### src/rtl/lz_pkg.sv
package lz_pkg;
    typedef enum logic [1:0] {
        LZ_IDLE  = 2'd0,
        LZ_WRITE = 2'd1,
        LZ_FIN   = 2'd2
    } lz_state_e;
endpackage

### src/rtl/lz_size_sel.sv
module lz_size_sel #(
    parameter int CODE_W     = 3,
    parameter int CFG_W      = 32,
    parameter int MIN_LOG2   = 4,
    parameter int MAX_LOG2   = 7,
    parameter int FORCE_LOG2 = 5,
    parameter int FIELD_LSB  = 7,
    localparam int LOG_W     = $clog2(MAX_LOG2 + 1)
) (
    input  logic [CODE_W-1:0] size_code,
    input  logic              alt_mode,
    input  logic [CFG_W-1:0]  hwcfg,
    output logic [LOG_W-1:0]  line_log2
);
    logic [1:0] field;
    int unsigned raw;

    assign field = hwcfg[FIELD_LSB +: 2];

    always_comb begin
        raw = MIN_LOG2 + int'(size_code);
        if (raw > MAX_LOG2) begin
            raw = MAX_LOG2;
        end
        if (alt_mode && field == 2'd1) begin
            line_log2 = LOG_W'(FORCE_LOG2);
        end else begin
            line_log2 = LOG_W'(raw);
        end
    end
endmodule

### src/rtl/lz_align.sv
module lz_align #(
    parameter int ADDR_W   = 32,
    parameter int MAX_LOG2 = 7,
    localparam int LOG_W   = $clog2(MAX_LOG2 + 1)
) (
    input  logic [ADDR_W-1:0] addr,
    input  logic [LOG_W-1:0]  line_log2,
    output logic [ADDR_W-1:0] base
);
    for (genvar i = 0; i < ADDR_W; i++) begin : g_bit
        if (i < MAX_LOG2) begin : g_low
            assign base[i] = addr[i] & (int'(line_log2) <= i);
        end else begin : g_high
            assign base[i] = addr[i];
        end
    end
endmodule

### src/rtl/lz_seq.sv
module lz_seq
    import lz_pkg::*;
#(
    parameter int ADDR_W   = 32,
    parameter int MAX_LOG2 = 7,
    localparam int LOG_W   = $clog2(MAX_LOG2 + 1),
    localparam int IDX_W   = MAX_LOG2 - 2
) (
    input  logic              clk,
    input  logic              rst_n,
    input  logic              req_valid,
    input  logic [ADDR_W-1:0] req_base,
    input  logic [LOG_W-1:0]  line_log2,
    input  logic              wr_ack,
    input  logic [ADDR_W-1:0] resv_addr,
    output logic              busy,
    output logic              wr_valid,
    output logic [ADDR_W-1:0] wr_addr,
    output logic              done,
    output logic              resv_inv
);
    typedef struct packed {
        lz_state_e         st;
        logic [ADDR_W-1:0] base;
        logic [IDX_W-1:0]  idx;
        logic [IDX_W-1:0]  last;
    } seq_t;

    seq_t s_d, s_q;
    logic [IDX_W:0] words;

    always_comb begin
        words = (IDX_W + 1)'(1) << (line_log2 - LOG_W'(2));
        s_d   = s_q;
        case (s_q.st)
            LZ_IDLE: begin
                if (req_valid) begin
                    s_d.st   = LZ_WRITE;
                    s_d.base = req_base;
                    s_d.idx  = '0;
                    s_d.last = IDX_W'(words - (IDX_W + 1)'(1));
                end
            end
            LZ_WRITE: begin
                if (wr_ack) begin
                    if (s_q.idx == s_q.last) begin
                        s_d.st = LZ_FIN;
                    end else begin
                        s_d.idx = s_q.idx + IDX_W'(1);
                    end
                end
            end
            LZ_FIN:  s_d.st = LZ_IDLE;
            default: s_d.st = LZ_IDLE;
        endcase
    end

    always_ff @(posedge clk or negedge rst_n) begin
        if (!rst_n) begin
            s_q <= '{st: LZ_IDLE, base: '0, idx: '0, last: '0};
        end else begin
            s_q <= s_d;
        end
    end

    assign busy     = (s_q.st != LZ_IDLE);
    assign wr_valid = (s_q.st == LZ_WRITE);
    assign wr_addr  = s_q.base + {{(ADDR_W - IDX_W - 2){1'b0}}, s_q.idx, 2'b00};
    assign done     = (s_q.st == LZ_FIN);
    assign resv_inv = done && (resv_addr == s_q.base);


    stall_hold_chk: assert property (@(posedge clk) disable iff (!rst_n)
        (wr_valid && !wr_ack) |=> (wr_valid && $stable(wr_addr)));


    ascend_chk: assert property (@(posedge clk) disable iff (!rst_n)
        (wr_valid && wr_ack) |=> (done || (wr_valid && wr_addr == $past(wr_addr) + ADDR_W'(4))));


    done_pulse_chk: assert property (@(posedge clk) disable iff (!rst_n)
        done |=> !done);


    busy_ignore_chk: assert property (@(posedge clk) disable iff (!rst_n)
        (wr_valid && req_valid) |=> $stable(s_q.base));
endmodule

### src/rtl/line_zero_engine.sv
module line_zero_engine #(
    parameter int ADDR_W   = 32,
    parameter int DATA_W   = 32,
    parameter int CODE_W   = 3,
    parameter int CFG_W    = 32,
    parameter int MIN_LOG2 = 4,
    parameter int MAX_LOG2 = 7,
    localparam int LOG_W   = $clog2(MAX_LOG2 + 1)
) (
    input  logic              clk,
    input  logic              rst_n,
    input  logic              req_valid,
    input  logic [ADDR_W-1:0] req_addr,
    input  logic [CODE_W-1:0] size_code,
    input  logic              alt_mode,
    input  logic [CFG_W-1:0]  hwcfg,
    input  logic [ADDR_W-1:0] resv_addr,
    input  logic              wr_ack,
    output logic              busy,
    output logic              wr_valid,
    output logic [ADDR_W-1:0] wr_addr,
    output logic [DATA_W-1:0] wr_data,
    output logic              done,
    output logic              resv_inv
);
    logic [LOG_W-1:0]  line_log2;
    logic [ADDR_W-1:0] base;

    lz_size_sel #(
        .CODE_W    (CODE_W),
        .CFG_W     (CFG_W),
        .MIN_LOG2  (MIN_LOG2),
        .MAX_LOG2  (MAX_LOG2),
        .FORCE_LOG2(5),
        .FIELD_LSB (7)
    ) u_size (
        .size_code(size_code),
        .alt_mode (alt_mode),
        .hwcfg    (hwcfg),
        .line_log2(line_log2)
    );

    lz_align #(
        .ADDR_W  (ADDR_W),
        .MAX_LOG2(MAX_LOG2)
    ) u_align (
        .addr     (req_addr),
        .line_log2(line_log2),
        .base     (base)
    );

    lz_seq #(
        .ADDR_W  (ADDR_W),
        .MAX_LOG2(MAX_LOG2)
    ) u_seq (
        .clk      (clk),
        .rst_n    (rst_n),
        .req_valid(req_valid),
        .req_base (base),
        .line_log2(line_log2),
        .wr_ack   (wr_ack),
        .resv_addr(resv_addr),
        .busy     (busy),
        .wr_valid (wr_valid),
        .wr_addr  (wr_addr),
        .done     (done),
        .resv_inv (resv_inv)
    );

    assign wr_data = '0;


    inv_in_done_chk: assert property (@(posedge clk) disable iff (!rst_n)
        resv_inv |-> done);


    word_align_chk: assert property (@(posedge clk) disable iff (!rst_n)
        wr_valid |-> (wr_addr[1:0] == 2'b00));
endmodule

### config.mk
export PLATFORM = sky130hd
export DESIGN_NAME = line_zero_engine
export DESIGN_NICKNAME = d
export VERILOG_FILES = /design/src/rtl/lz_pkg.sv /design/src/rtl/lz_size_sel.sv /design/src/rtl/lz_align.sv /design/src/rtl/lz_seq.sv /design/src/rtl/line_zero_engine.sv
export SDC_FILE = /design/constraint.sdc
export NUM_CORES = 1
export LEC_CHECK = 0
export BUFFER_PORTS_ARGS = -buffer_cell sky130_fd_sc_hd__buf_2
export CAP_MARGIN = 10
export CORE_MARGIN = 10
export CORE_UTILIZATION = 42
export DETAILED_ROUTE_END_ITERATION = 6
export PLACE_DENSITY = 0.81
export RECOVER_POWER = 25
export SYNTH_ARGS = -nofsm -noshare
export SYNTH_HDL_FRONTEND = slang
export SYNTH_SLANG_ARGS = --single-unit
### constraint.sdc
create_clock -name clk -period 2.9 [get_ports clk]
set_input_delay 0.435 -clock clk [delete_from_list [all_inputs] [get_ports clk]]
set_output_delay 0.435 -clock clk [all_outputs]
set_load 0.01 [all_outputs]
==> results of run 1 <==
-- worst paths after layout --
path                                           from                         to  slack, ns  cells past startpoint
hold / removal                         req_addr[31]  u_seq.s_q[41]$_DFFE_PN0P_       0.32                      3
hold reg to reg            u_seq.s_q[3]$_DFFE_PN0P_   u_seq.s_q[3]$_DFFE_PN0P_       0.51                      2
max in group asynchronous                     rst_n   u_seq.s_q[7]$_DFFE_PN0P_       0.54                      1
setup / recovery           u_seq.s_q[5]$_DFFE_PN0P_                wr_addr[26]       0.09                     10
min in group asynchronous                     rst_n  u_seq.s_q[43]$_DFFE_PN0P_       0.84                      1
setup reg to reg           u_seq.s_q[5]$_DFFE_PN0P_   u_seq.s_q[5]$_DFFE_PN0P_       0.96                      7
-- critical path: cells and delay by family, from the launching register on --
family,cells,cell delay [ns]
AOI/OAI and AO/OA,2,0.30
xor gates and xnor gates,1,0.17
adders and majority gates,2,0.55
buffers and inverters,3,0.40
DFF,1,0.41
and+or+nand+nor,2,0.23
-- cell type report --
| class | instances | area share |
|---|---|---|
| Antenna cell | 2 | 0.00126 |
| Multi-Input combinational cell | 318 | 0.502 |
| Clock inverter | 3 | 0.0120 |
| Timing Repair Buffer | 115 | 0.151 |
| Clock buffer | 5 | 0.0173 |
| Sequential cell | 44 | 0.278 |
| Tap cell | 99 | 0.0312 |
| Inverter | 8 | 0.00756 |
-- repair_timing --
| action | CTS | global route |
|---|---|---|
| hold buffers | 0 | 0 |
| hold endpoints to repair | 0 | 0 |
| setup buffers | 3 | 3 |
| endpoints found under the setup margin | 8 | 14 |
| resized for setup | 3 | 16 |
| pin swaps | 3 | 5 |
-- where the power goes --
part	total (mW)	switching (mW)	leakage [nW]	internal [mW]
Clock	0.484	0.224	0.0583	0.260
Sequential	1.32	0.442	0.551	0.881
Combinational	1.80	0.964	1.35	0.835
Total	3.61	1.63	1.96	1.98
-- per-layer routing --
metal	global-route usage	wire length [µm]
met4	0.0496	209
met3	0.0581	1020
met5	0	0
met1	0.186	3820
met2	0.274	4640
-- placed cells by master (no fill, tap or decap), types with 3 or more instances in the layout --
master,synthesis,final
a21oi_1,6,6
and2_1,5,5
buf_2,7,104
buf_4,34,10
clkbuf_8,0,5
conb_1,1,33
dfrtp_1,44,42
ha_1,8,5
ha_4,0,3
inv_1,8,7
nand2_1,101,101
nand3_1,9,9
nand4_1,12,12
nor2_1,17,13
nor3_1,4,4
nor3b_1,3,3
o21ai_0,14,14
xnor2_1,44,44
xor2_1,22,22
-- cells by family (layout without fill, tap and decap cells) --
family,Yosys count,after routing,share of synthesized area
DFF,44,44,0.340
AOI/OAI and AO/OA,34,34,0.0700
other,1,35,0.00116
and+or+nand+nor,175,175,0.262
buffers and inverters,56,131,0.107
xor gates and xnor gates,66,66,0.179
muxes,1,1,0.00348
adders and majority gates,9,9,0.0371
-- metrics by stage --
stage	instance area [µm²]	TNS [ns]	setup slack (ns)
floorplan	3360	0	0.508
global placement	3720	0	0.357
detailed placement	3720	0	0.235
CTS	3860	-0.00877	-0.00877
global route	3970	-0.0995	-0.0439
finish	3970	0	0.0938
==> flow_summary.toml, run 1 <==
[synth]
synth_edf_count = 0
netlist_top_cells_area = "dfrtp_1 34%, xnor2_1 12%, nand2_1 12%, buf_4 7.9%, xor2_1 6.0%"
ys_async_sr_fraction = 1.00
synthDistinctLibCells = 45
synthFlopType = "dfrtp_1"
synth_area_mm2 = 0.00324
synth_commonest_cells = "101 x nand2_1, 44 x dfrtp_1, 44 x xnor2_1, 34 x buf_4, 22 x xor2_1"
syn_inst = 386
yosysTopAreaCell = "dfrtp_1"
yosys_warnings = 0
synth_most_common_cell = "nand2_1"
synth_top_area_share = 0.340
avgSynthCellArea_um2 = 8.38
yosys_register_bits = 44
yosysSeqAreaShare = 0.340

[setup_path]
startpoint_type = "flop"
crit_path_cell_trace = "ha_4 -> inv_2 -> fa_2 -> nor2b_2 -> o31a_1 -> o211ai_1 -> buf_4 -> nor2_4 -> xor2_1 -> buf_2"
critPathCaptureType = "output port"
cp_slowest_cell = "dfrtp_1"
max_stage_delay_ns = 0.41
path_class = "flop to output port"
crit_required_ns = 2.47
cp_max_fo = 4
arrival_ns = 2.37

[floorplanning]
core_region_area_mm2 = 0.00737
io_pins = 172
rows = 31
die_x_um = 108
die_y_um = 108
dieArea_mm2 = 0.0116
start_util = 0.439

[clock_network]
cts_buffers = 5
h-tree-depth = 2
cts_tree = "done"
clockRootBuffer = "clkbuf_8"
clk_pin_slew_ns = 0.09
insertion_delay_ns = 0.30
cts.sinks = 44
clock_path_buffers = 2

[finish]
final_layout_size_suffix_gt1_frac = 0.292
instances_no_fill = 594
top_regs = "u_seq.s_q: 44 flops"
fillCellCount = 721
regArea_mm2 = 0.00110
multi_input_area_mm2 = 0.00199
largest_reg_flops = 44
nNetsFinal = 605
final_util = 0.539
top_register = "u_seq.s_q"
syn_to_final_growth_pct = 22.7

[global_routing]
antenna_found_initial = 2
grtUsageTotal = 0.162
grt_pass1_vias = 3055
overflow = 0
grt_pass1_wl_mm = 15.3
grt_max_degree = 45

[timing]
final_hold_viol_count = 0
slew_headroom = -0.578
rsz0062_at_grt = "true"
min_period_over_period = 0.968
holdWs_ns = 0.323
period_minus_slack_ns = 2.81
fin_skew_ns = 0.0117
max_freq_mhz = 356
setup_viol = 0
worst_pin_slew_ns = 2.37
slew_viol_final = 45

[status]
status = "finished, violations left"
violations = "max-capacitance violations, max-slew violations"

[route]
via_per_inst = 4.88
drtIter0Drc = 106
num_vias = 2898
antenna_left = 0
wire_per_inst_um = 16.3
drt_wl_total_mm = 9.69
first_pass_iters = 4
remaining_drc_errors = 0

[hold_path]
hold_class = "input port to flop"

[placed_design]
gp_congestion = 0.825
dpl.hpwl_mm = 7.71
portBuffers = 105
dp.cells = 578

[power]
peakVddDrop_mv = 0.447
leakagePower_nw = 1.96
powerDensity_mw_per_mm2 = 908
power_mw = 3.61

[run]
maxCapViolCount = 1
(Power assumes the default switching activity.)
==> inputs of run 2 (changes only) <==
CORE_UTILIZATION = 35   (was 42)
PLACE_DENSITY = 0.7   (was 0.81)
SKIP_CTS_REPAIR_TIMING = 1   (was not set)
==> run 2 against run 1 <==
Net effect: the run now ends clean; non-clock buffer count did not move; sequential share of layout area is 0.13 points higher; highest routed layer unchanged; cell count rose by 1.7%; total power is 1.5% lower.
==> flow_summary.toml, run 2 (synthesis gave the netlist of run 1 again) <==
[clock_network]
clk_pin_slew_ns = 0.10
insertion_delay_ns = 0.31
h-tree-depth = 2
clockRootBuffer = "clkbuf_8"
clock_path_buffers = 2
cts_buffers = 5
cts.sinks = 44
cts_tree = "done"

[timing]
slew_viol_final = 0
slew_headroom = 0.305
final_hold_viol_count = 0
period_minus_slack_ns = 2.85
max_freq_mhz = 351
min_period_over_period = 0.981
rsz0062_at_grt = "true"
setup_viol = 0
worst_pin_slew_ns = 1.04
fin_skew_ns = 0.00999
holdWs_ns = 0.302

[route]
wire_per_inst_um = 16.1
first_pass_iters = 4
antenna_left = 0
num_vias = 2833
via_per_inst = 4.69
drtIter0Drc = 137
remaining_drc_errors = 0
drt_wl_total_mm = 9.70

[finish]
syn_to_final_growth_pct = 22.3
largest_reg_flops = 44
final_util = 0.434
top_register = "u_seq.s_q"
layout_common_cells = "105 x buf_2, 101 x nand2_1, 44 x xnor2_1, 41 x dfrtp_1, 33 x conb_1"
final_layout_size_suffix_gt1_frac = 0.292
top_regs = "u_seq.s_q: 44 flops"
nNetsFinal = 605
final_area_mm2 = 0.00396
diodes = 0
final_common_cell = "buf_2"

[floorplanning]
core_region_area_mm2 = 0.00911
rows = 35
start_util = 0.355
die_y_um = 116
dieArea_mm2 = 0.0135
io_pins = 172
die_x_um = 116

[placed_design]
portBuffers = 105
placed_cell_area_mm2 = 0.00374
dpl.hpwl_mm = 7.80
gp_congestion = 0.862

[setup_path]
arrival_ns = 2.41
startpoint_type = "flop"
cp_max_fo = 4
crit_required_ns = 2.47
path_class = "flop to output port"
critPathCaptureType = "output port"
rrSetupSlack_ns = 1.03
r2r_start = "u_seq.s_q[5]$_DFFE_PN0P_"
worstRegToRegCells = 7
r2r_end = "u_seq.s_q[5]$_DFFE_PN0P_"

[global_routing]
grtUsageTotal = 0.135
overflow = 0
antenna_found_initial = 0
grt_pass1_vias = 2844
grt_pass1_wl_mm = 14.5
grt_max_degree = 45

[power]
powerDensity_mw_per_mm2 = 897
peakVddDrop_mv = 0.298
leakagePower_nw = 1.95

[hold_path]
hold_class = "input port to asynchronous set/reset pin"

[status]
status = "finished, final reports clean"

[run]
maxCapViolCount = 0
-- run 2: changes by cell type in the layout (fill, tap and decap cells not counted) --
cell,previous run,this run
clkinv_4,2,1
clkbuf_1,1,0
buf_2,104,105
nor2_2,2,1
dfrtp_2,2,3
nor2_1,13,14
nor2b_1,2,3
inv_6,0,2
dfrtp_1,42,41
nor2b_2,1,0
diode_2,2,0
bufinv_16,1,0
-- run 2: routing by layer --
metal,GRT usage,routed length [µm]
met5,0,0
met4,0.0317,54
met3,0.0431,798
met2,0.232,4720
met1,0.161,4120
-- run 2: power by group --
group          total (mW)  switching (mW)  internal (mW)
Clock               0.423           0.245          0.178
Sequential           1.31           0.426          0.882
Combinational        1.82           0.970          0.851
-- run 2: cell type report --
class | count | area (µm²)
clock buffer | 5 | 68.8
fill | 937 | 5150
clock inverter | 3 | 26.3
multi-input combinational | 318 | 1990
tap | 111 | 139
timing repair buffer | 115 | 601
sequential | 44 | 1100
inverter | 8 | 30.0
-- run 2: worst max-delay path: stages (launching register included) --
cell	delay, ns
dfrtp_1	0.44
ha_4	0.17
inv_2	0.04
fa_2	0.34
nor2b_1	0.15
o31a_1	0.25
o211ai_1	0.13
buf_4	0.19
nor2_4	0.08
xor2_1	0.17
buf_2	0.16
-- run 2: worst max-delay path by stage --
stage | to | cells after the start | slack [ns] | start
3_3_place_gp | wr_addr[22] | 9 | 0.29 | u_seq.s_q[12]$_DFFE_PN0P_
3_5_place_dp | wr_addr[22] | 9 | 0.24 | u_seq.s_q[12]$_DFFE_PN0P_
5_1_grt | wr_addr[28] | 10 | -0.08 | u_seq.s_q[12]$_DFFE_PN0P_
2_1_floorplan | wr_addr[22] | 8 | 0.51 | u_seq.s_q[5]$_DFFE_PN0P_
4_1_cts | wr_addr[22] | 9 | -0.13 | u_seq.s_q[12]$_DFFE_PN0P_
6_report | wr_addr[30] | 10 | 0.05 | u_seq.s_q[12]$_DFFE_PN0P_
-- run 2: stage by stage --
| step | setup WS (ns) | TNS (ns) | instances | power [mW] |
|---|---|---|---|---|
| floorplan | 0.508 | 0 | 418 | 2.44 |
| detailed placement | 0.240 | 0 | 591 | 3.07 |
| CTS | -0.129 | -0.512 | 599 | 3.50 |
| global placement | 0.289 | 0 | 591 | 3.01 |
| global route | -0.0771 | -0.301 | 604 | 3.86 |
| finish | 0.0541 | 0 | 604 | 3.55 |
==> inputs of run 3 (changes only) <==
SETUP_SLACK_MARGIN = 0.3   (was not set)
==> run 3 against run 2 <==
Net effect: global-route usage stayed put; non-clock buffer count grew 7; wire length grew 5.0%; die area stayed put; setup slack worse by 0.029 ns; cell count up 1.2%; combinational power increased by 8%; fmax is 1.0% lower; highest routed layer unchanged; count of clock-buffer cells in the layout stayed put; utilization increased by 2.5 points; critical path depth stayed put.
==> flow_summary.toml, run 3 (synthesis gave the netlist of run 1 again) <==
[finish]
fillCellCount = 911
largest_reg_flops = 44
nNetsFinal = 612
final_layout_size_suffix_gt1_frac = 0.354
diodes = 0
syn_to_final_growth_pct = 29.5
layout_common_cells = "105 x buf_2, 101 x nand2_1, 43 x xnor2_1, 33 x conb_1, 31 x dfrtp_1"
final_area_mm2 = 0.00419
final_common_cell = "buf_2"
top_register = "u_seq.s_q"
top_regs = "u_seq.s_q: 44 flops"

[route]
antenna_left = 0
drtIter0Drc = 113
wire_per_inst_um = 16.7
first_pass_iters = 4
remaining_drc_errors = 0
num_vias = 2899
via_per_inst = 4.74
drt_wl_total_mm = 10.2

[power]
powerDensity_mw_per_mm2 = 886
leakagePower_nw = 2.07
peakVddDrop_mv = 0.303
power_mw = 3.71

[timing]
rsz0062_at_grt = "true"
slew_viol_final = 0
max_freq_mhz = 348
slew_headroom = 0.304
holdWs_ns = 0.305
fin_skew_ns = 0.00971
min_period_over_period = 0.991
setup_viol = 0
final_hold_viol_count = 0
period_minus_slack_ns = 2.88
worst_pin_slew_ns = 1.04

[floorplanning]
core_region_area_mm2 = 0.00911
die_x_um = 116
dieArea_mm2 = 0.0135
rows = 35
io_pins = 172
start_util = 0.355
die_y_um = 116

[global_routing]
overflow = 0
grt_pass1_vias = 2844
grt_pass1_wl_mm = 14.5
grtUsageTotal = 0.135
antenna_found_initial = 0
grt_max_degree = 45

[setup_path]
path_class = "flop to output port"
crit_required_ns = 2.47
arrival_ns = 2.44
startpoint_type = "flop"
critPathCaptureType = "output port"
cp_max_fo = 4

[placed_design]
portBuffers = 105
dpl.hpwl_mm = 7.80
placed_cell_area_mm2 = 0.00374
gp_congestion = 0.862

[clock_network]
cts_buffers = 5
clockRootBuffer = "clkbuf_8"
h-tree-depth = 2
cts_tree = "done"
clock_path_buffers = 2
insertion_delay_ns = 0.30
clk_pin_slew_ns = 0.10
cts.sinks = 44

[hold_path]
hold_class = "input port to asynchronous set/reset pin"

[run]
maxCapViolCount = 0

[status]
status = "finished, final reports clean"
==> run 3: cell count changes in the layout (fill, tap and decap cells not counted), moves of 2 or more <==
cell,change
buf_6,+6
nor3b_1,-3
dfrtp_1,-10
nor3_1,-3
nor2_1,-4
nor2_4,+2
nor3_4,+2
nor3b_2,+2
nor2_2,+2
dfrtp_2,+10
==> run 3: worst paths after layout <==
kind / start / to / slack, ns / cells after the start
max reg2reg: u_seq.s_q[5]$_DFFE_PN0P_ / u_seq.s_q[5]$_DFFE_PN0P_ / 1.02 / 7
max: u_seq.s_q[12]$_DFFE_PN0P_ / wr_addr[26] / 0.02 / 10
min reg2reg: u_seq.s_q[0]$_DFFE_PN0P_ / u_seq.s_q[0]$_DFFE_PN0P_ / 0.51 / 2
min: rst_n / u_seq.s_q[43]$_DFFE_PN0P_ / 0.31 / 1
max in group asynchronous: rst_n / u_seq.s_q[28]$_DFFE_PN0P_ / 1.87 / 1
min in group clk: req_addr[11] / u_seq.s_q[21]$_DFFE_PN0P_ / 0.32 / 3
==> run 3: worst max-delay path, cell delays in order, from the launching register on <==
cell	delay (ns)
dfrtp_1	0.43
ha_4	0.17
inv_2	0.04
fa_2	0.34
nor2b_1	0.16
o31a_1	0.25
o211ai_1	0.13
buf_4	0.20
nor2_1	0.12
xor2_1	0.15
buf_2	0.15
==> run 3: report_power, final <==
part	internal, mW	switching [mW]
Clock	0.178	0.244
Combinational	0.928	1.03
Sequential	0.895	0.435
Total	2.00	1.71
==> run 3: routing by layer <==
layer / routed length [µm] / part of all wire / vias to the layer above / global-route usage
met5: 0 / 0 / - / 0
met4: 66 / 0.0065 / 0 / 0.0317
met3: 927 / 0.091 / 4 / 0.0431
met2: 5070 / 0.50 / 93 / 0.232
met1: 4110 / 0.40 / 1367 / 0.161
li1: - / - / 1435 / -
==> run 3: final cells by class <==
class | instances | area [µm²] | area share
Multi-Input combinational cell | 318 | 2120 | 0.506
Sequential cell | 44 | 1120 | 0.267
Timing Repair Buffer | 122 | 688 | 0.164
Tap cell | 111 | 139 | 0.0332
Clock buffer | 5 | 68.8 | 0.0164
Inverter | 8 | 30.0 | 0.00717
Clock inverter | 3 | 26.3 | 0.00627
==> run 3: per-stage QoR <==
| stage | setup TNS (ns) | worst slack (ns) | util | instances |
|---|---|---|---|---|
| 2_1_floorplan | 0 | 0.508 | - | 418 |
| 3_3_place_gp | 0 | 0.289 | 0.411 | 591 |
| 3_5_place_dp | 0 | 0.240 | 0.411 | 591 |
| 4_1_cts | -0.512 | -0.129 | 0.421 | 599 |
| 5_1_grt | -0.527 | -0.112 | 0.460 | 611 |
| 6_report | 0 | 0.0248 | 0.460 | 611 |
